<file path="src/rtl/hexrec_pkg.sv">
package hexrec_pkg;

  typedef enum logic [2:0] {
    ST_IDLE,
    ST_COUNT,
    ST_ADDR,
    ST_KIND,
    ST_DATA,
    ST_CHECK
  } hx_state_t;

  localparam logic [7:0] COLON_CHAR = 8'h3A;

  // {is_hex, nibble}
  function automatic logic [4:0] hex_value(input logic [7:0] c);
    if (c >= 8'h30 && c <= 8'h39) return {1'b1, 4'(c - 8'h30)};
    if (c >= 8'h41 && c <= 8'h46) return {1'b1, 4'(c - 8'h37)};
    if (c >= 8'h61 && c <= 8'h66) return {1'b1, 4'(c - 8'h57)};
    return 5'd0;
  endfunction

  function automatic logic [7:0] sum_mod256(input logic [7:0] a, input logic [7:0] b);
    return 8'(a + b);
  endfunction

endpackage

</file>
<file path="src/rtl/hexrec_char_decode.sv">
module hexrec_char_decode
  import hexrec_pkg::*;
(
  input  logic [7:0] ch,
  output logic       is_hex,
  output logic [3:0] nib,
  output logic       is_colon
);
  logic [4:0] hv;
  always_comb begin
    hv       = hex_value(ch);
    is_hex   = hv[4];
    nib      = hv[3:0];
    is_colon = (ch == COLON_CHAR);
  end
endmodule

</file>
<file path="src/rtl/hexrec_byte_pair.sv">
module hexrec_byte_pair (
  input  logic       clk,
  input  logic       rst_n,
  input  logic       clear,
  input  logic       nib_valid,
  input  logic [3:0] nib,
  output logic       byte_done,
  output logic [7:0] byte_val
);
  logic       low_phase;
  logic [3:0] hi_nib;

  assign byte_done = nib_valid && low_phase;
  assign byte_val  = {hi_nib, nib};

  always_ff @(posedge clk) begin
    if (!rst_n) begin
      low_phase <= 1'b0;
      hi_nib    <= 4'd0;
    end else if (clear) begin
      low_phase <= 1'b0;
    end else if (nib_valid) begin
      low_phase <= !low_phase;
      if (!low_phase) hi_nib <= nib;
    end
  end

  // a byte completes only on the second nibble, so two completions never come back to back
  a_r5_pair_spacing: assert property (@(posedge clk) disable iff (!rst_n)
    byte_done |=> !byte_done);
endmodule

</file>
<file path="src/rtl/hexrec_cksum.sv">
module hexrec_cksum
  import hexrec_pkg::*;
(
  input  logic       clk,
  input  logic       rst_n,
  input  logic       clear,
  input  logic       add_en,
  input  logic [7:0] add_byte,
  output logic       zero_with_byte
);
  logic [7:0] acc;

  assign zero_with_byte = (sum_mod256(acc, add_byte) == 8'd0);

  always_ff @(posedge clk) begin
    if (!rst_n)      acc <= 8'd0;
    else if (clear)  acc <= 8'd0;
    else if (add_en) acc <= sum_mod256(acc, add_byte);
  end
endmodule

</file>
<file path="src/rtl/hexrec_loader.sv">
module hexrec_loader
  import hexrec_pkg::*;
#(
  parameter int ADDR_W = 16
) (
  input  logic              clk,
  input  logic              rst_n,
  input  logic              ch_valid,
  input  logic [7:0]        ch_data,
  output logic              wr_en,
  output logic [ADDR_W-1:0] wr_addr,
  output logic [7:0]        wr_data,
  output logic              rec_ok,
  output logic              rec_err,
  output logic              eof_pulse
);
  localparam int LOAD_W = 16;
  localparam int CNT_W  = 8;

  hx_state_t         state;
  logic [CNT_W-1:0]  cnt;
  logic [CNT_W-1:0]  len_r;
  logic [LOAD_W-1:0] addr_r;

  logic       is_hex, is_colon;
  logic [3:0] nib;
  logic       in_rec, rec_start, rec_abort, hex_in;
  logic       byte_done, sum_zero;
  logic [7:0] byte_val;

  hexrec_char_decode u_dec (
    .ch(ch_data), .is_hex(is_hex), .nib(nib), .is_colon(is_colon)
  );

  assign in_rec    = (state != ST_IDLE);
  assign rec_start = ch_valid && is_colon;
  assign rec_abort = ch_valid && in_rec && !is_hex && !is_colon;
  assign hex_in    = ch_valid && in_rec && is_hex;

  hexrec_byte_pair u_pair (
    .clk(clk), .rst_n(rst_n), .clear(rec_start),
    .nib_valid(hex_in), .nib(nib),
    .byte_done(byte_done), .byte_val(byte_val)
  );

  hexrec_cksum u_sum (
    .clk(clk), .rst_n(rst_n), .clear(rec_start),
    .add_en(byte_done), .add_byte(byte_val),
    .zero_with_byte(sum_zero)
  );

  always_ff @(posedge clk) begin
    if (!rst_n) begin
      state     <= ST_IDLE;
      cnt       <= '0;
      len_r     <= '0;
      addr_r    <= '0;
      wr_en     <= 1'b0;
      wr_addr   <= '0;
      wr_data   <= '0;
      rec_ok    <= 1'b0;
      rec_err   <= 1'b0;
      eof_pulse <= 1'b0;
    end else begin
      wr_en     <= 1'b0;
      rec_ok    <= 1'b0;
      rec_err   <= 1'b0;
      eof_pulse <= 1'b0;
      if (rec_start) begin
        if (in_rec) rec_err <= 1'b1;
        state <= ST_COUNT;
        cnt   <= '0;
      end else if (rec_abort) begin
        rec_err <= 1'b1;
        state   <= ST_IDLE;
      end else if (byte_done) begin
        unique case (state)
          ST_COUNT: begin
            len_r <= byte_val;
            cnt   <= '0;
            state <= ST_ADDR;
          end
          ST_ADDR: begin
            if (cnt == '0) begin
              addr_r[15:8] <= byte_val;
              cnt          <= CNT_W'(1);
            end else begin
              addr_r[7:0] <= byte_val;
              state       <= ST_KIND;
            end
          end
          ST_KIND: begin
            cnt <= '0;
            if (byte_val != 8'd0) begin
              rec_err <= 1'b1;
              state   <= ST_IDLE;
            end else if (len_r == '0) begin
              state <= ST_CHECK;
            end else begin
              state <= ST_DATA;
            end
          end
          ST_DATA: begin
            wr_en   <= 1'b1;
            wr_addr <= addr_r[ADDR_W-1:0];
            wr_data <= byte_val;
            addr_r  <= LOAD_W'(addr_r + 1'b1);
            cnt     <= CNT_W'(cnt + 1'b1);
            if (CNT_W'(cnt + 1'b1) == len_r) state <= ST_CHECK;
          end
          ST_CHECK: begin
            if (sum_zero) begin
              rec_ok    <= 1'b1;
              eof_pulse <= (len_r == '0);
            end else begin
              rec_err <= 1'b1;
            end
            state <= ST_IDLE;
          end
          default: state <= ST_IDLE;
        endcase
      end
    end
  end

  // ---------------- checker state and assertions ----------------
  logic              valid_q;
  logic              have_prev;
  logic [ADDR_W-1:0] prev_addr;

  always_ff @(posedge clk) begin
    if (!rst_n) begin
      valid_q   <= 1'b0;
      have_prev <= 1'b0;
      prev_addr <= '0;
    end else begin
      valid_q <= ch_valid;
      if (rec_start) have_prev <= 1'b0;
      else if (wr_en) have_prev <= 1'b1;
      if (wr_en) prev_addr <= wr_addr;
    end
  end

  // verdicts are exclusive
  a_r6_verdict_excl: assert property (@(posedge clk) disable iff (!rst_n)
    !(rec_ok && rec_err));
  // verdict is a single-cycle pulse
  a_r6_ok_single: assert property (@(posedge clk) disable iff (!rst_n)
    rec_ok |=> !rec_ok);
  // end of file only with a good verdict
  a_r10_eof_needs_ok: assert property (@(posedge clk) disable iff (!rst_n)
    eof_pulse |-> rec_ok);
  // write strobe lasts one cycle
  a_r7_wr_single: assert property (@(posedge clk) disable iff (!rst_n)
    wr_en |=> !wr_en);
  // consecutive writes inside one record climb by one
  a_r4_addr_step: assert property (@(posedge clk) disable iff (!rst_n)
    (wr_en && have_prev && !rec_start) |-> (wr_addr == ADDR_W'(prev_addr + 1'b1)));
  // no output event follows a cycle without a character
  a_r11_idle_quiet: assert property (@(posedge clk) disable iff (!rst_n)
    !valid_q |-> (!wr_en && !rec_ok && !rec_err && !eof_pulse));
endmodule

</file>
<file path="config.mk">
export PLATFORM = sky130hd
export DESIGN_NAME = hexrec_loader
export DESIGN_NICKNAME = d
export VERILOG_FILES = /design/src/rtl/hexrec_pkg.sv /design/src/rtl/hexrec_char_decode.sv /design/src/rtl/hexrec_byte_pair.sv /design/src/rtl/hexrec_cksum.sv /design/src/rtl/hexrec_loader.sv
export SDC_FILE = /design/constraint.sdc
export NUM_CORES = 1
export LEC_CHECK = 0
export BUFFER_PORTS_ARGS = -buffer_cell sky130_fd_sc_hd__buf_2
export CORE_AREA = 4 4 103 105
export CTS_CLUSTER_DIAMETER = 60
export DETAILED_ROUTE_END_ITERATION = 7
export DIE_AREA = 0 0 107 109
export GPL_TIMING_DRIVEN = 0
export PLACE_DENSITY = 0.63
export SYNTH_ARGS = -nofsm -noshare
export SYNTH_HDL_FRONTEND = slang
export SYNTH_SLANG_ARGS = --single-unit
</file>
<file path="constraint.sdc">
create_clock -name clk -period 4.7 [get_ports clk]
set_input_delay 0.235 -clock clk [delete_from_list [all_inputs] [get_ports clk]]
set_output_delay 0.235 -clock clk [all_outputs]
set_load 0.01 [all_outputs]
</file>
After elaboration in Yosys (flattened, before gate mapping). Index checks and enable logic that the tools add are counted.

Flip-flop bits (word level): 76. Output and inout bits: 28. Input bits: 11.

Reduce and logical (&&, ||, !) cells: 34. Order comparisons: 6. Add/sub/neg operators: 6. Equal/unequal tests: 12. Mux-type cells: 34. Bitwise gates (word level): 7.

Operator list (count): case mux 16 bit (2 select lines) (1); two-way mux 5 bit (6); zero test 8 bit (3); two-way mux 8 bit (3); case mux 8 bit (3 select lines) (1); two-way mux 1 bit (18); adder 16 x 1 -> 16 bit, second input constant (1); >= comparator 8 x 7 -> 1 bit, second input constant (2); <= comparator 8 x 7 -> 1 bit, second input constant (2); case mux 3 bit (4 select lines) (1); AND reduction 4 bit (3); AND reduction 5 bit (2); logical AND 1 bit (9); two-way mux 3 bit (3); AND reduction 3 bit (3); nonzero test 3 bit (3); adder 8 x 1 -> 8 bit, second input constant (1); adder 8 bit (1); == test 8 x 6 -> 1 bit, second input constant (1); == test 8 bit (1); >= comparator 8 x 6 -> 1 bit, second input constant (1); <= comparator 8 x 6 -> 1 bit, second input constant (1); != test 4 bit, second input constant (2); nonzero test 8 bit (1); 15 further kinds (29).

Depth between registers and ports, before layout.
Depth after elaboration: 16. Mapped depth: 14. Depth with buffers taken out: 14.

Modules after synthesis. Synthesis repeated with hierarchy kept, for this count alone.

Cell total of the unflattened synthesis: 548. Area, all modules: 4494.3 um^2.

By module, submodules not included: hexrec_loader (instances 1, area an instance 3403.3 um^2, cells an instance 422); hexrec_cksum (instances 1, area an instance 621.8 um^2, cells an instance 72); hexrec_byte_pair (instances 1, area an instance 246.5 um^2, cells an instance 26); hexrec_char_decode (instances 1, area an instance 222.7 um^2, cells an instance 28).

Least setup slack after synthesis. Ideal clock, no wire load.

Path kind: input to register. From: input ch_data[0]. To: register eof_pulse. Stages on the path: 14. Setup time: 92 ps. Arrival: 3355 ps. Slack: 1253 ps. Cell sequence: inv_1 > ha_1 > nor3b_2 > nor3b_4 > mux2_2 > ha_1 > inv_1 > fa_1 > nand2b_1 > a21oi_1 > xnor2_1 > or4_1 > or3_1 > nor4_1.

Word-level cells in the longest chain between the ends: 12. Elaborated cells between the ends (all ways): 37. Classes of those cells: 4 x add/sub; 6 x order compare; 1 x eq/ne; 12 x mux; 2 x bitwise; 12 x reduce/logical.

Ends and longest elaborated chain: start, declared (line hexrec_loader.sv:9) `input logic [7:0] ch_data,`; >= comparator 8 x 7 -> 1 bit / <= comparator 8 x 7 -> 1 bit (equally long branches) (line hexrec_pkg.sv:18) `if (c >= 8'h61 && c <= 8'h66) return {1'b1, 4'(c - 8'h57)};`; logical AND 1 bit (line hexrec_pkg.sv:18); two-way mux 1 bit (2 in series) (line hexrec_pkg.sv:18); two-way mux 1 bit (line hexrec_pkg.sv:17) `if (c >= 8'h41 && c <= 8'h46) return {1'b1, 4'(c - 8'h37)};`; two-way mux 5 bit (line hexrec_pkg.sv:19) `return 5'd0;`; two-way mux 5 bit (line hexrec_pkg.sv:18); two-way mux 5 bit (*) (line hexrec_pkg.sv:17); via byte_val[0] (line hexrec_loader.sv:29) `logic [7:0] byte_val;`; adder 8 bit (*) (line hexrec_pkg.sv:23) `return 8'(a + b);`; zero test 8 bit (*) (line hexrec_cksum.sv:13) `assign zero_with_byte = (sum_mod256(acc, add_byte) == 8'd0);`; NOT 1 bit (no line) (*); OR reduction 6 bit (no line) (*); end signal, assigned (line hexrec_loader.sv:114) `eof_pulse <= (len_r == '0);`; end, declared (line hexrec_loader.sv:15) `output logic eof_pulse`.

The timed path passes the listed nets; every way through them passes the cells marked *. The select of a mux whose other input is x is not followed. A chain may end at the register's enable or synchronous reset.

Worst setup path in the final report. Same ends and word-level chain as after synthesis.

==> run metrics <==
Setup Fix Bufs, Post-CTS 0; cts-stage hold buffer count 0; HPWL after DPL 8630 um; Sw Pwr 275 uW; library cells used by synthesis 60; Layout area overhead 13.7%; Max-slew headroom 0.301; Synth Flop Type dfxtp_1; crit path cell chain buf_2 > inv_1 > ha_1 > nor3b_2 > nor3b_4 > mux2_2 > ha_1 > inv_1 > fa_1 > nand2b_1 > a21oi_1 > xnor2_1 > or4_1 > or3_1 > nor4_1; worst skew pair latency 0.35 ns; Final period util 0.798; first-pass iteration count of the detailed router 7; GR Util All Layers 0.205; top cells by area, synth dfxtp_1, nand2_1, a21oi_1; routed via count 4127; Worst Path Required 4.96 ns; Placement Rows 36; Num CTS Buffers 9; share of the synthesized area in the top cell type 0.359; Crit path largest cell delay 0.58 ns; power share of the combinational group 0.035; critical path's top delay family simple AND/OR/NAND/NOR gates; Die ar. 0.0117 mm2; clock sink count 76; GRT overflow 0; Critical-path top delay cell or4_1; vias in the first global route 3884; Final Hold Vio Count 0; post-DR vias/cell 5.63; Hold Path Depth 4; Hold Path Class primary input to flip-flop; status finished, final reports clean; pin count of the biggest net entering global routing 13; switching part of the total power 0.214; CTS tree built; Final Setup Violations 0; crit path time final 3.75 ns; max-cap viol count 0; DR iter-0 viols 208; syn_nets 573; VDD IR max 0.000152 V; worst slew pin tran 1.04 ns; Synth Instances 547; H-Tree Depth 3; CP Depth 15; Startpoint Class primary input; clock skew 0.00649 ns; gp weighted congestion 0.909; n_diodes 0; Peak Freq 267 MHz; cell area power density 266 mW/mm2; async set or reset register ratio after synthesis 0; IO Port Bufs 37; Nets 621; Setup CP Type primary input to flip-flop; Yosys warning count 0; first-pass GRT wire length 19100 um; Fin Setup TNS 0 ns; Critical Path AT 4.01 ns; internal power 1.01 mW; Post-Syn Area 0.00424 mm2; RSZ-0062 raised after global routing no; Leakage 1.87 nW; #FFs+latches synth 76; die height 109 um; core area 0.00964 mm2; clock root cell clkbuf_8; sequential power share 0.501; WL per Instance 16.0 um; max-slew violations 0; Max FO, Critical Path 10; initial antenna violation count 0; Ports 39; Worst Hold Slack 0.322 ns; DRC 0; Avg Inst Size Synth 7.76 um2; Clock power frac 0.464; antenna-violating nets left 0; Synth area leader dfxtp_1; CP endpoint kind flip-flop; DIE WIDTH 107 um; Reg2Reg Depth 9; CTS max path bufs 2; EDFF count, synth 0; WL final 11700 um; layout cells sized above 1 0.115; post-cts repair resize count 0; sequential area share after synthesis 0.359; CP bufs+invs 3; Initial Util 0.440; Clock Pin Slew Worst Setup and Hold Paths 0.08 ns
Yosys cell counts (all sizes together) (11+ instances only):
cell type,n
mux2i,14
dfxtp,76
nand3,16
a21oi,64
a211oi,11
nand2,93
nor3,13
o21ai,26
ha,14
clkbuf,29
inv,14
xnor2,11
nor2,43
tightest hold or removal path, cell delays in order:
cell and delay (ns):
buf_2 0.13, o31ai_1 0.10, or3_1 0.11, a21oi_1 0.05
flip-flops by register name, summed over array words and instances (netlist names), 3 cells and up:
| register | count |
|---|---|
| cnt | 8 |
| wr_data | 8 |
| wr_addr | 16 |
| u_pair.hi_nib | 4 |
| state | 3 |
| u_sum.acc | 8 |
| addr_r | 16 |
| len_r | 8 |
placed cells by master (no fill, tap or decap), types with 16 or more instances in the layout:
master,netlist,layout
buf_2,4,41
clkbuf_1,29,31
nand3_1,16,16
dfxtp_1,76,76
o21ai_0,26,26
a21oi_1,64,64
nand2_1,93,93
nor2_1,42,42
through the flow:
| step | total power [mW] | setup WS (ns) | instances | instance area, um2 | util |
|---|---|---|---|---|---|
| after detailed placement | 0.703 | 0.600 | 717 | 4590 | 0.477 |
| after global routing | 1.32 | 0.731 | 733 | 4830 | 0.501 |
| final | 1.28 | 0.948 | 733 | 4830 | 0.501 |
| after global placement | 0.702 | 0.653 | 717 | 4590 | 0.477 |
| after CTS | 1.29 | 0.946 | 733 | 4830 | 0.501 |
| after floorplan | 0.685 | 1.25 | 547 | 4240 | - |
power by group through the flow:
stage	Combinational, mW	Sequential, mW	Clock (mW)
final	0.0446	0.643	0.596
after global routing	0.0494	0.643	0.630
after CTS	0.0446	0.643	0.602
after detailed placement	0.0446	0.658	0
after global placement	0.0434	0.658	0
after floorplan	0.0268	0.658	0
logic make-up (layout without fill, tap and decap cells):
group / after synthesis / in the layout / share of synthesized area
compound gates: 153 / 153 / 0.226
xor+xnor: 14 / 14 / 0.0289
fa+ha+maj: 15 / 15 / 0.0460
buf+inv: 48 / 101 / 0.0436
flops: 76 / 76 / 0.359
mux: 15 / 15 / 0.0357
simple gates: 226 / 226 / 0.261
metal layers:
layer | track usage | wire (um) | up-vias
met3 | 0.0361 | 637 | 20
li1 | - | - | 2055
met1 | 0.263 | 5280 | 1933
met2 | 0.351 | 5610 | 119
met4 | 0.0694 | 217 | 0
met5 | 0 | 0 | -
path summary, 6_finish.rpt:
kind	from	endpoint	slack [ns]
hold / removal	ch_valid	u_pair.low_phase	0.32
setup / recovery	ch_data[0]	eof_pulse	0.95
hold reg to reg	wr_addr[14]	wr_addr[14]	0.45
setup reg to reg	u_sum.acc[0]	eof_pulse	1.93
area by class of cell:
class                      count  area [um2]
clock buffer                  11         131
clock inverter                 5         100
fill                         998        4810
sequential                    76        1520
buffer                        33         129
inverter                      15        56.3
timing repair buffer          37         185
multi-input combinational    423        2540
tap                          133         166
Power figures use the tool's default switching activity.
